<file path="src/rtl/uart9_tx_pkg.sv">
package uart9_tx_pkg;

    localparam int DATA_W_DEF  = 8;
    localparam int OVS_DEF     = 16;
    localparam int NUM_SRC_DEF = 4;

    typedef enum logic {
        FMT_8BIT = 1'b0,
        FMT_9BIT = 1'b1
    } fmt_e;

    typedef enum logic {
        TX_IDLE = 1'b0,
        TX_SEND = 1'b1
    } tx_state_e;

    // Events raised by the shift engine toward the flag logic
    typedef struct packed {
        logic accept;
        logic collide;
        logic stop_enter;
    } tx_evt_t;

    // Value of the slot after the data bits: ninth bit or stop bit
    function automatic logic slot_after_data(input fmt_e fmt, input logic b9);
        return (fmt == FMT_9BIT) ? b9 : 1'b1;
    endfunction

endpackage

</file>
<file path="src/rtl/uart9_src_sel.sv">
module uart9_src_sel #(
    parameter int NUM_SRC = uart9_tx_pkg::NUM_SRC_DEF,
    localparam int SEL_W  = (NUM_SRC > 1) ? $clog2(NUM_SRC) : 1
) (
    input  logic [NUM_SRC-1:0] ovf_pulse,
    input  logic [SEL_W-1:0]   src,
    output logic               pulse_o
);
    logic [NUM_SRC-1:0] hit;

    for (genvar g = 0; g < NUM_SRC; g++) begin : g_src
        assign hit[g] = ovf_pulse[g] & (src == SEL_W'(g));
    end

    assign pulse_o = |hit;
endmodule

</file>
<file path="src/rtl/uart9_half_div.sv">
module uart9_half_div (
    input  logic clk,
    input  logic rst,
    input  logic pulse_i,
    input  logic bypass,
    output logic tick_o
);
    logic phase_q;

    always_ff @(posedge clk) begin
        if (rst)
            phase_q <= 1'b0;
        else if (pulse_i)
            phase_q <= ~phase_q;
    end

    assign tick_o = pulse_i & (bypass | phase_q);
endmodule

</file>
<file path="src/rtl/uart9_sticky.sv">
module uart9_sticky (
    input  logic clk,
    input  logic rst,
    input  logic set_i,
    input  logic clr_i,
    output logic flag_o
);
    always_ff @(posedge clk) begin
        if (rst)
            flag_o <= 1'b0;
        else if (set_i)
            flag_o <= 1'b1;
        else if (clr_i)
            flag_o <= 1'b0;
    end
endmodule

</file>
<file path="src/rtl/uart9_tx_core.sv">
module uart9_tx_core
    import uart9_tx_pkg::*;
#(
    parameter int DATA_W = DATA_W_DEF,
    parameter int OVS    = OVS_DEF,
    localparam int FRAME_MAX = DATA_W + 3,
    localparam int IDX_W     = $clog2(FRAME_MAX),
    localparam int OVS_W     = $clog2(OVS)
) (
    input  logic              clk,
    input  logic              rst,
    input  logic              wr_stb,
    input  logic [DATA_W-1:0] wr_data,
    input  fmt_e              fmt,
    input  logic              b9,
    input  logic              tick,
    output logic              txd,
    output logic              busy,
    output tx_evt_t           evt
);
    localparam logic [IDX_W-1:0] LAST_8 = IDX_W'(DATA_W + 1);
    localparam logic [IDX_W-1:0] LAST_9 = IDX_W'(DATA_W + 2);
    localparam logic [OVS_W-1:0] OVS_END = OVS_W'(OVS - 1);

    tx_state_e            state_q;
    logic [FRAME_MAX-1:0] shreg_q;
    logic [IDX_W-1:0]     idx_q;
    logic [IDX_W-1:0]     last_q;
    logic [OVS_W-1:0]     ovs_q;
    logic                 txd_q;

    logic [FRAME_MAX-1:0] frame_new;
    logic                 bit_end;

    always_comb begin
        frame_new             = '1;
        frame_new[0]          = 1'b0;
        frame_new[DATA_W:1]   = wr_data;
        frame_new[DATA_W+1]   = slot_after_data(fmt, b9);
    end

    assign bit_end = (state_q == TX_SEND) && tick && (ovs_q == OVS_END);

    always_comb begin
        evt.accept     = wr_stb && (state_q == TX_IDLE);
        evt.collide    = wr_stb && (state_q == TX_SEND);
        evt.stop_enter = bit_end && ((idx_q + IDX_W'(1)) == last_q);
    end

    always_ff @(posedge clk) begin
        if (rst) begin
            state_q <= TX_IDLE;
            shreg_q <= '1;
            idx_q   <= '0;
            last_q  <= LAST_8;
            ovs_q   <= '0;
            txd_q   <= 1'b1;
        end else if (evt.accept) begin
            state_q <= TX_SEND;
            shreg_q <= frame_new;
            idx_q   <= '0;
            last_q  <= (fmt == FMT_9BIT) ? LAST_9 : LAST_8;
            ovs_q   <= '0;
            txd_q   <= frame_new[0];
        end else if (state_q == TX_SEND && tick) begin
            if (bit_end) begin
                ovs_q <= '0;
                if (idx_q == last_q) begin
                    state_q <= TX_IDLE;
                    txd_q   <= 1'b1;
                end else begin
                    idx_q   <= idx_q + IDX_W'(1);
                    shreg_q <= {1'b1, shreg_q[FRAME_MAX-1:1]};
                    txd_q   <= shreg_q[1];
                end
            end else begin
                ovs_q <= ovs_q + OVS_W'(1);
            end
        end
    end

    assign txd  = txd_q;
    assign busy = (state_q == TX_SEND);
endmodule

</file>
<file path="src/rtl/uart9_tx.sv">
module uart9_tx
    import uart9_tx_pkg::*;
#(
    parameter int DATA_W  = DATA_W_DEF,
    parameter int OVS     = OVS_DEF,
    parameter int NUM_SRC = NUM_SRC_DEF,
    localparam int SEL_W  = (NUM_SRC > 1) ? $clog2(NUM_SRC) : 1
) (
    input  logic               clk,
    input  logic               rst,
    input  logic               wr_stb,
    input  logic [DATA_W-1:0]  wr_data,
    input  logic               fmt9,
    input  logic               bit9,
    input  logic [SEL_W-1:0]   clk_src,
    input  logic               dbl_en,
    input  logic [NUM_SRC-1:0] ovf_pulse,
    input  logic               clr_done,
    input  logic               clr_coll,
    output logic               txd,
    output logic               done_flag,
    output logic               coll_flag,
    output logic               busy
);
    logic    src_pulse;
    logic    baud_tick;
    tx_evt_t evt;
    fmt_e    fmt;

    assign fmt = fmt9 ? FMT_9BIT : FMT_8BIT;

    uart9_src_sel #(.NUM_SRC(NUM_SRC)) u_sel (
        .ovf_pulse (ovf_pulse),
        .src       (clk_src),
        .pulse_o   (src_pulse)
    );

    uart9_half_div u_div (
        .clk     (clk),
        .rst     (rst),
        .pulse_i (src_pulse),
        .bypass  (dbl_en),
        .tick_o  (baud_tick)
    );

    uart9_tx_core #(.DATA_W(DATA_W), .OVS(OVS)) u_core (
        .clk     (clk),
        .rst     (rst),
        .wr_stb  (wr_stb),
        .wr_data (wr_data),
        .fmt     (fmt),
        .b9      (bit9),
        .tick    (baud_tick),
        .txd     (txd),
        .busy    (busy),
        .evt     (evt)
    );

    uart9_sticky u_done (
        .clk    (clk),
        .rst    (rst),
        .set_i  (evt.stop_enter),
        .clr_i  (clr_done),
        .flag_o (done_flag)
    );

    uart9_sticky u_coll (
        .clk    (clk),
        .rst    (rst),
        .set_i  (evt.collide),
        .clr_i  (clr_coll),
        .flag_o (coll_flag)
    );
endmodule

</file>
<file path="config.mk">
export PLATFORM = sky130hd
export DESIGN_NAME = uart9_tx
export DESIGN_NICKNAME = d
export VERILOG_FILES = /design/src/rtl/uart9_tx_pkg.sv /design/src/rtl/uart9_src_sel.sv /design/src/rtl/uart9_half_div.sv /design/src/rtl/uart9_sticky.sv /design/src/rtl/uart9_tx_core.sv /design/src/rtl/uart9_tx.sv
export SDC_FILE = /design/constraint.sdc
export NUM_CORES = 1
export LEC_CHECK = 0
export BUFFER_PORTS_ARGS = -buffer_cell sky130_fd_sc_hd__buf_2
export CAP_MARGIN = 30
export CORE_MARGIN = 4
export CORE_UTILIZATION = 39
export CTS_CLUSTER_SIZE = 40
export DETAILED_ROUTE_END_ITERATION = 16
export GPL_TIMING_DRIVEN = 1
export PLACE_DENSITY = 0.75
export SLEW_MARGIN = 40
export SYNTH_ARGS = -nofsm -noshare
export SYNTH_HDL_FRONTEND = slang
export SYNTH_SLANG_ARGS = --single-unit
export TNS_END_PERCENT = 20
</file>
<file path="constraint.sdc">
create_clock -name clk -period 1.4 [get_ports clk]
set_input_delay 0.14 -clock clk [delete_from_list [all_inputs] [get_ports clk]]
set_output_delay 0.14 -clock clk [all_outputs]
set_load 0.05 [all_outputs]
</file>
==> out/summary.txt, run 1 <==
Highest Signal Layer = met4
Fin crit share = 1.04
Global-route wire length before repair = 4950 µm
Status = complete, but fails checks
Sequential Power Share = 0.524
Synth unique cells = 37
Final slew viol count = 0
Met2 wire length = 1660 µm
CTS buffer count = 3
WL per Instance = 15.9 µm
Failing checks = negative setup slack
VDD IR-drop max = 0.565 mV
Internal = 0.00104 W
Grt ovf = 0
#FFs+latches synth = 24
M1 WL = 1470 µm
Largest net degree at the start of global routing = 15
Final Non-Filler Cells = 211
Worst-Margin Slew = 0.306 ns
Fmax = 0.690 GHz
DR DRC count = 0
Setup Viol. Count Final = 12
GRT Total Usage = 0.151
Syn Inst Count = 134
Final Hold Slack = 0.0695 ns
Vias = 1218
RSZ-0062 raised after global routing = yes
Post-Syn Area = 1170 µm²
Diodes inserted = 0
Switching pwr = 0.000360 W
Sequential fraction of the synthesis area = 0.411
Antenna violations before repair = 0
Vias in the first global route = 1176
Die ar. = 3940 µm²
Clk network pwr share = 0.311
Met3 wire length = 179 µm
Core area = 2810 µm²
Die W = 62.8 µm
Critical Path Start = u_core.ovs_q[1]
Share of layout cells above drive strength 1 = 0.439
Synth warn = 0
TritonCTS clock tree = built
Dpl cells = 200
Reg2Reg Launch Point = u_core.ovs_q[1]
Clock Skew = 0.00716 ns
Worst EP required = 1.61 ns
Tot Pwr = 0.00140 W
Hold Crit Start = clr_coll
CP endpoint kind = register
CTS clk-pin slew, worst paths = 0.14 ns
Switch share = 0.257
DP HPWL = 2220 µm
# clock sinks = 24
PnR worst setup slack = -0.0493 ns
Post-route ant nets = 0
Comb pwr share = 0.165
Worst-Skew Late Latency = 0.32 ns
Post-DR vias/cell = 5.77
Final #Nets = 205
Avg Inst Size Synth = 8.73 µm²
Total of max-cap violations = 0
Hold Fails Final Rpt = 0
Syn Nets = 158
Critical path class = reg -> reg
P per Cell Area = 829 nW/µm²
Router iterations before antenna repair = 4
Worst slack, placed = -0.180 ns
EDFF count, synth = 0
Clock root cell = clkbuf_4
Die H = 62.8 µm
Gpl congestion = 0.749
Post-layout util = 0.602
Min-delay worst type = in -> reg
Crit path DAT = 1.66 ns
H-tree levels = 1
P&R area growth vs syn = 44.4%
Startpoint Class = register
Initial Utilization = 0.417
Io pins = 26
Post-layout min period = 1.45 ns
Clk buf depth = 2
Relative slew slack = 0.796
Leakage = 0.668 nW
Top FF cell, synth = dfxtp_1
Core Rows = 19
Async SR Flop Fraction = 0
DR iter-0 viols = 92
Fillers = 232
Total wire length = 3360 µm
Port bufs = 25
Max FO, Critical Path = 3
-- state kept, by name, indices dropped and copies added, names as in the netlist --
name and cells:
u_core.busy 1, u_core.shreg_q 9, u_core.ovs_q 4, u_core.last_q 2, u_div.phase_q 1, u_core.idx_q 4
u_done.flag_o 1, u_coll.flag_o 1, u_core.txd 1
-- metal layers --
metal / vias to the layer above / GRT usage
met5: - / 0
met3: 8 / 0.0324
li1: 577 / -
met2: 40 / 0.274
met1: 593 / 0.173
met4: 0 / 0.0496
-- worst max-delay path, cell delays in order, from the launching register on --
cell     delay [ns]
dfxtp_2        0.38
ha_4           0.14
and2_4         0.14
nand4_1        0.13
buf_4          0.19
buf_4          0.15
o21ai_1        0.14
a21oi_1        0.08
-- cells in the mapped netlist, types with 3 or more instances --
cell / count / area share
a21oi_1: 7 / 0.030
nand2_1: 7 / 0.022
xor2_1: 3 / 0.022
nand2b_1: 3 / 0.016
dfxtp_1: 24 / 0.41
o311ai_0: 6 / 0.045
nor2_1: 19 / 0.061
o21ai_0: 5 / 0.021
xnor2_1: 5 / 0.037
nand3_1: 14 / 0.060
clkbuf_1: 5 / 0.016
-- path summary, 6_finish.rpt --
path,endpoint,slack [ns],cells after the start
max reg2reg,u_core.idx_q[0],-0.05,7
min reg2reg,u_done.flag_o,0.48,2
max,u_core.idx_q[0],-0.05,7
min,u_coll.flag_o,0.07,3
-- cell families (layout without fill, tap and decap cells) --
kind of cell | after synthesis | count (layout) | synth area share
muxes | 2 | 2 | 0.0278
buffers and inverters | 10 | 56 | 0.0481
AOI/OAI and AO/OA | 29 | 29 | 0.178
adders and majority gates | 2 | 2 | 0.0214
xor gates and xnor gates | 8 | 8 | 0.0599
DFF | 24 | 24 | 0.411
and+or+nand+nor | 59 | 59 | 0.255
-- area by class of cell --
cell class	count	area [µm²]	area share
repair buffers	50	345	0.204
well taps	31	38.8	0.0230
flip-flops and latches	24	489	0.290
inverters	2	7.51	0.00444
clock buffers	4	47.5	0.0281
multi-input cells	100	761	0.450
-- stage by stage --
step / setup TNS, ns / area, µm²
after floorplan: -0.135 / 1170
after global placement: -0.291 / 1420
after detailed placement: -1.20 / 1420
after CTS: -0.457 / 1490
after global routing: -0.907 / 1690
final: -0.446 / 1690
-- timing repair --
action / in CTS / in global routing
cloned: 0 / 0
buffers inserted: 0 / 7
hold buffers: 0 / 0
gates resized for setup: 5 / 30
endpoints found under the hold margin: 0 / 0
endpoints found under the setup margin: 15 / 17
pin swaps: 2 / 14
-- cell usage in the layout (no fill, tap or decap), types with 3 or more instances in the layout --
master,n
xor2_1,3
dfxtp_1,19
clkbuf_4,3
buf_4,21
nor2_1,19
xnor2_1,4
buf_2,25
nand2b_1,3
nand2_1,7
nand3_1,14
o311ai_4,3
dfxtp_2,4
a21oi_1,6
o311ai_2,4
-- power by group through the flow --
| stage | logic, W | clock network (W) | registers, W |
|---|---|---|---|
| after global placement | 0.000189 | 0 | 0.000745 |
| after CTS | 0.000199 | 0.000448 | 0.000732 |
| final | 0.000231 | 0.000435 | 0.000734 |
| after global routing | 0.000251 | 0.000486 | 0.000737 |
| after detailed placement | 0.000198 | 0 | 0.000746 |
| after floorplan | 0.0000889 | 0 | 0.000767 |
(Power assumes the default switching activity.)
==> run 2, diff against run 1 <==
CTS_BUF_LIST = sky130_fd_sc_hd__clkbuf_8   (was default)
PLACE_DENSITY = default   (was 0.75)
RECOVER_POWER = 50   (was default)
==> run 2 against run 1 <==
Effect of this change:
- the flow now finishes without violations
- power is 1.2% higher
- first-iteration DRC count is 53% lower
- clock-buffer cell count stayed put
- routed wire length is 14% lower
- global-route usage is 0.24 points higher
- largest power group unchanged
==> out/summary.txt, run 2 (same netlist as run 1, synthesis figures left out) <==
Status = completed
Worst path slowest cell = dfxtp_2
P&R area growth vs syn = 31.3%
Clk buf depth = 2 (unchanged)
Core area = 2810 µm² (unchanged)
Die W = 62.8 µm (unchanged)
Hold Crit Start = clr_coll
Gpl congestion = 0.819 (+9.3%)
Antenna violations before repair = 0 (unchanged)
Port bufs = 25 (unchanged)
H-tree levels = 1 (unchanged)
Max incr delay on CP = 0.36 ns (-0.02 ns)
TritonCTS clock tree = built
Core Rows = 19 (unchanged)
Worst-Margin Slew = 0.595 ns (+0.289 ns)
WL per Instance = 14.1 µm (-11%)
Setup TNS = 0 ns (+0.446 ns)
# clock sinks = 24 (unchanged)
Die ar. = 3940 µm² (unchanged)
Hold depth = 3 (unchanged)
Vias = 1151 (-5.5%)
Post-layout util = 0.548 (-0.0544)
Hold Fails Final Rpt = 0 (unchanged)
Initial Utilization = 0.417 (unchanged)
Critical path class = reg -> reg
Global-route wire length before repair = 4800 µm (-2.9%)
Fin crit share = 0.997 (-0.0386)
Most frequent cells in the layout = buf_2 (22), dfxtp_1 (21), nor2_1 (19), buf_4 (16), nand3_1 (14)
DP HPWL = 2100 µm (-5.1%)
Setup Viol. Count Final = 0 (-12)
Die H = 62.8 µm (unchanged)
Startpoint Class = register
Total of max-cap violations = 0 (unchanged)
CTS clk-pin slew, worst paths = 0.09 ns (-0.05 ns)
Max reg flops = 9 (unchanged)
Crit path DAT = 1.55 ns (-0.11 ns)
PnR worst setup slack = 0.00480 ns (+0.0541 ns)
DP Area = 1410 µm² (-1.1%)
Fmax = 0.717 GHz (+3.9%)
Total wire length = 2900 µm (-14%)
Min-delay worst type = in -> reg
CTS buffer count = 3 (unchanged)
Post-DR vias/cell = 5.61 (-2.7%)
Post-layout min period = 1.40 ns (-0.0541 ns)
Critical Path, Cell by Cell = ha_4 -> and2_4 -> nand4_1 -> buf_4 -> nor2_4 -> o311ai_1
DR iter-0 viols = 43 (-53%)
Commonest non-fill, non-tap cell in the layout = buf_2
Worst EP required = 1.55 ns (-0.06 ns)
R2R depth = 6 (-1)
Grt ovf = 0 (unchanged)
GRT Total Usage = 0.153 (+0.00243)
Leakage = 0.595 nW (-11%)
Largest Register = u_core.shreg_q
Diodes inserted = 0 (unchanged)
VDD IR-drop max = 0.446 mV (-21%)
Final slew viol count = 0 (unchanged)
Tot Pwr = 0.00142 W (+1.2%)
Final #Nets = 199 (-2.9%)
Worst slack, placed = -0.154 ns (+0.0267 ns)
Regs by FF count = u_core.shreg_q: 9 flops, u_core.idx_q: 4 flops, u_core.ovs_q: 4 flops
Share of layout cells above drive strength 1 = 0.339 (-0.0998)
Reg2Reg Launch Point = u_core.ovs_q[1]
# hold bufs at CTS = 0 (unchanged)
Critical Path Start = u_core.ovs_q[1]
Max FO, Critical Path = 8 (+5)
Io pins = 26 (unchanged)
Design area = 1540 µm² (-9.0%)
Worst-Skew Late Latency = 0.28 ns (-0.04 ns)
Clock Skew = 0.00647 ns (-0.000688 ns)
Router iterations before antenna repair = 4 (unchanged)
DR DRC count = 0 (unchanged)
RSZ-0062 raised after global routing = yes
CP endpoint kind = register
Post-route ant nets = 0 (unchanged)
Vias in the first global route = 1118 (-4.9%)
P per Cell Area = 922 nW/µm² (+11%)
Clock root cell = clkbuf_8
Relative slew slack = 0.605 (-0.190)
Largest net degree at the start of global routing = 18 (+3)
==> run 2: changes by cell type in the layout (fill, tap and decap cells not counted), moves of 2 or more <==
cell	previous run	this run
o311ai_4	3	0
buf_4	21	16
o311ai_1	1	3
clkbuf_4	3	0
dfxtp_2	4	2
clkbuf_8	0	4
buf_12	2	0
clkbuf_1	0	6
dfxtp_1	19	21
buf_6	2	0
buf_2	25	22
==> run 2: final timing paths <==
| path | slack (ns) | endpoint |
|---|---|---|
| min | 0.13 | u_coll.flag_o |
| min reg2reg | 0.49 | u_done.flag_o |
| max reg2reg | 0.005 | u_core.shreg_q[6] |
| max | 0.005 | u_core.shreg_q[6] |
==> run 2: critical path: cells and delay by family (launching register included) <==
| family | cells | cell delay, ns |
|---|---|---|
| compound gates | 1 | 0.12 |
| fa+ha+maj | 1 | 0.14 |
| flops | 1 | 0.36 |
| simple gates | 3 | 0.47 |
| buf+inv | 1 | 0.18 |
==> run 2: report_power, final <==
| part | internal (W) | switching, W | leakage, nW |
|---|---|---|---|
| sequential | 0.000713 | 0.0000186 | 0.198 |
| combinational | 0.0000920 | 0.000110 | 0.368 |
| clock | 0.000252 | 0.000231 | 0.0288 |
==> run 2: final cells by class <==
class                      count  area, µm²
fill                         289       1270
multi-input combinational    100        696
sequential                    24        487
timing repair buffer          44        253
clock buffer                   4       55.1
tap                           31       38.8
inverter                       2       7.51
==> run 2: what timing repair did <==
item,CTS,global route
buffers inserted,2,1
pin swaps,3,12
setup endpoints to repair,14,15
resized for setup,7,14
==> run 2: metal layers <==
| metal | GRT usage | up-vias | wire (µm) |
|---|---|---|---|
| met5 | 0 | - | 0 |
| li1 | - | 565 | - |
| met2 | 0.258 | 25 | 1430 |
| met4 | 0.0909 | 0 | 66 |
| met1 | 0.177 | 556 | 1290 |
| met3 | 0.0324 | 5 | 103 |
==> run 2: stage by stage <==
stage / cells / hold WS, ns
after floorplan: 134 / 0.289
after global placement: 198 / 0.399
after detailed placement: 198 / 0.423
after CTS: 204 / 0.125
after global routing: 205 / 0.129
final: 205 / 0.125
==> run 3, diff against run 2 <==
--- a/config.mk
+++ b/config.mk
@@ -11,3 +11,2 @@
 export CORE_UTILIZATION = 39
-export CTS_BUF_LIST = sky130_fd_sc_hd__clkbuf_8
 export CTS_CLUSTER_SIZE = 40
@@ -15,2 +14,3 @@
 export GPL_TIMING_DRIVEN = 1
+export PLACE_DENSITY = 0.67
 export RECOVER_POWER = 50
--- a/constraint.sdc
+++ b/constraint.sdc
@@ -3,2 +3,2 @@
 set_output_delay 0.14 -clock clk [all_outputs]
-set_load 0.05 [all_outputs]
+set_load 0.1 [all_outputs]
==> run 3 against run 2 <==
Effect of this change:
- final area fell by 3.8%
- first-iteration DRC count rose by 40%
- power fell by 12%
- sequential power barely moved
- worst hold slack got worse by 0.058 ns
- via count fell by 4.7%
- non-clock buffer count fell by 1
- critical endpoint is now u_core.shreg_q[2]
- largest cell class unchanged
==> out/summary.txt, run 3 (same netlist as run 1, synthesis figures left out) <==
TritonCTS clock tree = built
Sequential Power Share = 0.585 (+0.069)
Setup Viol. Count Final = 0 (unchanged)
Fmax = 0.722 GHz (+0.68%)
Busiest grt layer = met2
RSZ-0062 raised after global routing = yes
Grt ovf = 0 (unchanged)
Reg2Reg Launch Point = u_core.ovs_q[1]
Most frequent cells in the layout = buf_2 (24), dfxtp_1 (21), nor2_1 (19), buf_4 (14), nand3_1 (13)
Hold Fails Final Rpt = 0 (unchanged)
Total wire length = 2540 µm (-12%)
DR iter-0 viols = 60 (+40%)
Max reg flops = 9 (unchanged)
Core area = 2810 µm² (unchanged)
Multi-input gate area in the final layout = 666 µm² (-4.3%)
Vias in the first global route = 1011 (-9.6%)
DR DRC count = 0 (unchanged)
GRT met1 Usage = 0.191 (+0.0136)
Commonest non-fill, non-tap cell in the layout = buf_2
Startpoint Class = register
Fin crit share = 0.990 (-0.00676)
CTS clk-pin slew, worst paths = 0.14 ns (+0.05 ns)
Setup TNS = 0 ns (unchanged)
Gpl congestion = 0.791 (-3.5%)
Reg-to-reg critical path endpoint = u_core.shreg_q[2]
DP HPWL = 1970 µm (-6.3%)
Die H = 62.8 µm (unchanged)
Status = completed
Comb pwr share = 0.167 (+0.025)
Relative slew slack = 0.678 (+0.0723)
Fillers = 274 (-5.2%)
Reg area = 487 µm² (unchanged)
Worst EP required = 1.58 ns (+0.03 ns)
VDD IR-drop max = 0.434 mV (-2.5%)
Worst slack, placed = -0.165 ns (-0.0115 ns)
Clock root cell = clkbuf_4
Switch share = 0.275 (+0.0210)
Clk buf depth = 2 (unchanged)
Met3 Track Usage GR = 0.0252 (-0.00719)
Max incr delay on CP = 0.38 ns (+0.02 ns)
M2 GR Usage = 0.208 (-0.0506)
Buffer and inverter count on the worst path = 1 (unchanged)
Die W = 62.8 µm (unchanged)
Worst path top cell family by delay = simple AND/OR/NAND/NOR gates
WL per Instance = 12.5 µm (-12%)
Share of layout cells above drive strength 1 = 0.324 (-0.0154)
Diodes inserted = 0 (unchanged)
Largest Register = u_core.shreg_q
Crit path DAT = 1.57 ns (+0.02 ns)
Switching pwr = 0.000345 W (-4.2%)
Leakage = 0.582 nW (-2.1%)
R2r setup slk = 0.01 ns (about the same)
Post-DR vias/cell = 5.38 (-4.2%)
Final slew viol count = 0 (unchanged)
H-tree levels = 1 (unchanged)
P&R area growth vs syn = 26.3%
Worst-Margin Slew = 0.487 ns (-0.108 ns)
Final #Nets = 198 (-0.50%)
PnR worst setup slack = 0.0143 ns (+0.00946 ns)
Hold Crit Start = clr_done
Io pins = 26 (unchanged)
Core Rows = 19 (unchanged)
# clock sinks = 24 (unchanged)
Worst path slowest cell = dfxtp_2
Design area = 1480 µm² (-3.8%)
Largest net degree at the start of global routing = 18 (unchanged)
Critical path class = reg -> reg
Critical Path Start = u_core.ovs_q[1]
Port bufs = 25 (unchanged)
# hold bufs at CTS = 0 (unchanged)
Critical Path, Cell by Cell = ha_4 -> and2_4 -> nand4_1 -> buf_4 -> nor2_4 -> o311ai_0
Clk network pwr share = 0.248 (-0.093)
Initial Utilization = 0.417 (unchanged)
Post-layout min period = 1.39 ns (-0.00946 ns)
Global-route wire length before repair = 4460 µm (-7.2%)
DP Area = 1430 µm² (+1.3%)
Total of max-cap violations = 0 (unchanged)
CTS buffer count = 3 (unchanged)
Router iterations before antenna repair = 4 (unchanged)
Worst-Skew Late Latency = 0.31 ns (+0.03 ns)
Min-delay worst type = in -> reg
Internal = 0.000909 W (-14%)
Die ar. = 3940 µm² (unchanged)
Clock Skew = 0.0168 ns (+0.0103 ns)
Max FO, Critical Path = 8 (unchanged)
Antenna violations before repair = 0 (unchanged)
Setup crit end = u_core.shreg_q[2]
CP endpoint kind = register
Crit path depth = 6 (unchanged)
Post-route ant nets = 0 (unchanged)
GRT Total Usage = 0.136 (-0.0169)
P per Cell Area = 848 nW/µm² (-8.0%)
Vias = 1097 (-4.7%)
Regs by FF count = u_core.shreg_q: 9 flops, u_core.idx_q: 4 flops, u_core.ovs_q: 4 flops
R2R depth = 6 (unchanged)
[run 3: cell count changes in the layout (fill, tap and decap cells not counted), sizes merged]
| cell | previous run | this run |
|---|---|---|
| clkbuf | 10 | 8 |
| buf | 38 | 39 |
[run 3: final cells by class]
class                      instances  share of cell area
tap                               31              0.0262
inverter                           2             0.00508
multi-input combinational        100               0.450
sequential                        24               0.329
timing repair buffer              43               0.171
clock buffer                       4              0.0178
[run 3: tightest hold or removal path, cell delays in order]
cell and delay [ns]:
buf_2 0.07, nand2b_1 0.09, a21oi_1 0.05
[run 3: power by group through the flow]
| stage | Sequential [W] | Clock [W] | Combinational, W |
|---|---|---|---|
| final | 0.000734 | 0.000311 | 0.000210 |
| after global routing | 0.000738 | 0.000357 | 0.000229 |
| after CTS | 0.000734 | 0.000323 | 0.000215 |
| after detailed placement | 0.000748 | 0 | 0.000212 |
| after global placement | 0.000748 | 0 | 0.000209 |
| after floorplan | 0.000791 | 0 | 0.0000892 |
[run 3: through the flow]
step / std cells / hold slack (ns) / total power (W) / utilization
detailed placement: 199 / 0.418 / 0.000961 / 0.509
CTS: 204 / 0.0627 / 0.00127 / 0.529
floorplan: 134 / 0.289 / 0.000880 / -
global route: 204 / 0.0704 / 0.00132 / 0.527
finish: 204 / 0.0673 / 0.00125 / 0.527
global placement: 199 / 0.406 / 0.000957 / 0.509
[run 3: routing by layer]
metal | up-vias | part of all wire
met3 | 2 | 0.050
met4 | 0 | 0.0067
met1 | 507 | 0.51
li1 | 559 | -
met2 | 29 | 0.44
met5 | - | 0
[run 3: worst min-delay path by stage]
stage / to / slack, ns / depth (start not counted)
final: u_done.flag_o / 0.07 / 3
after floorplan: u_coll.flag_o / 0.29 / 2
after detailed placement: u_done.flag_o / 0.42 / 3
after global placement: u_done.flag_o / 0.41 / 3
after CTS: u_done.flag_o / 0.06 / 3
after global routing: u_done.flag_o / 0.07 / 3
[run 3: timing repair]
item / in CTS / in global routing
buffers inserted: 1 / 0
gates resized for setup: 9 / 5
pin swaps: 4 / 3
setup endpoints to repair: 12 / 14
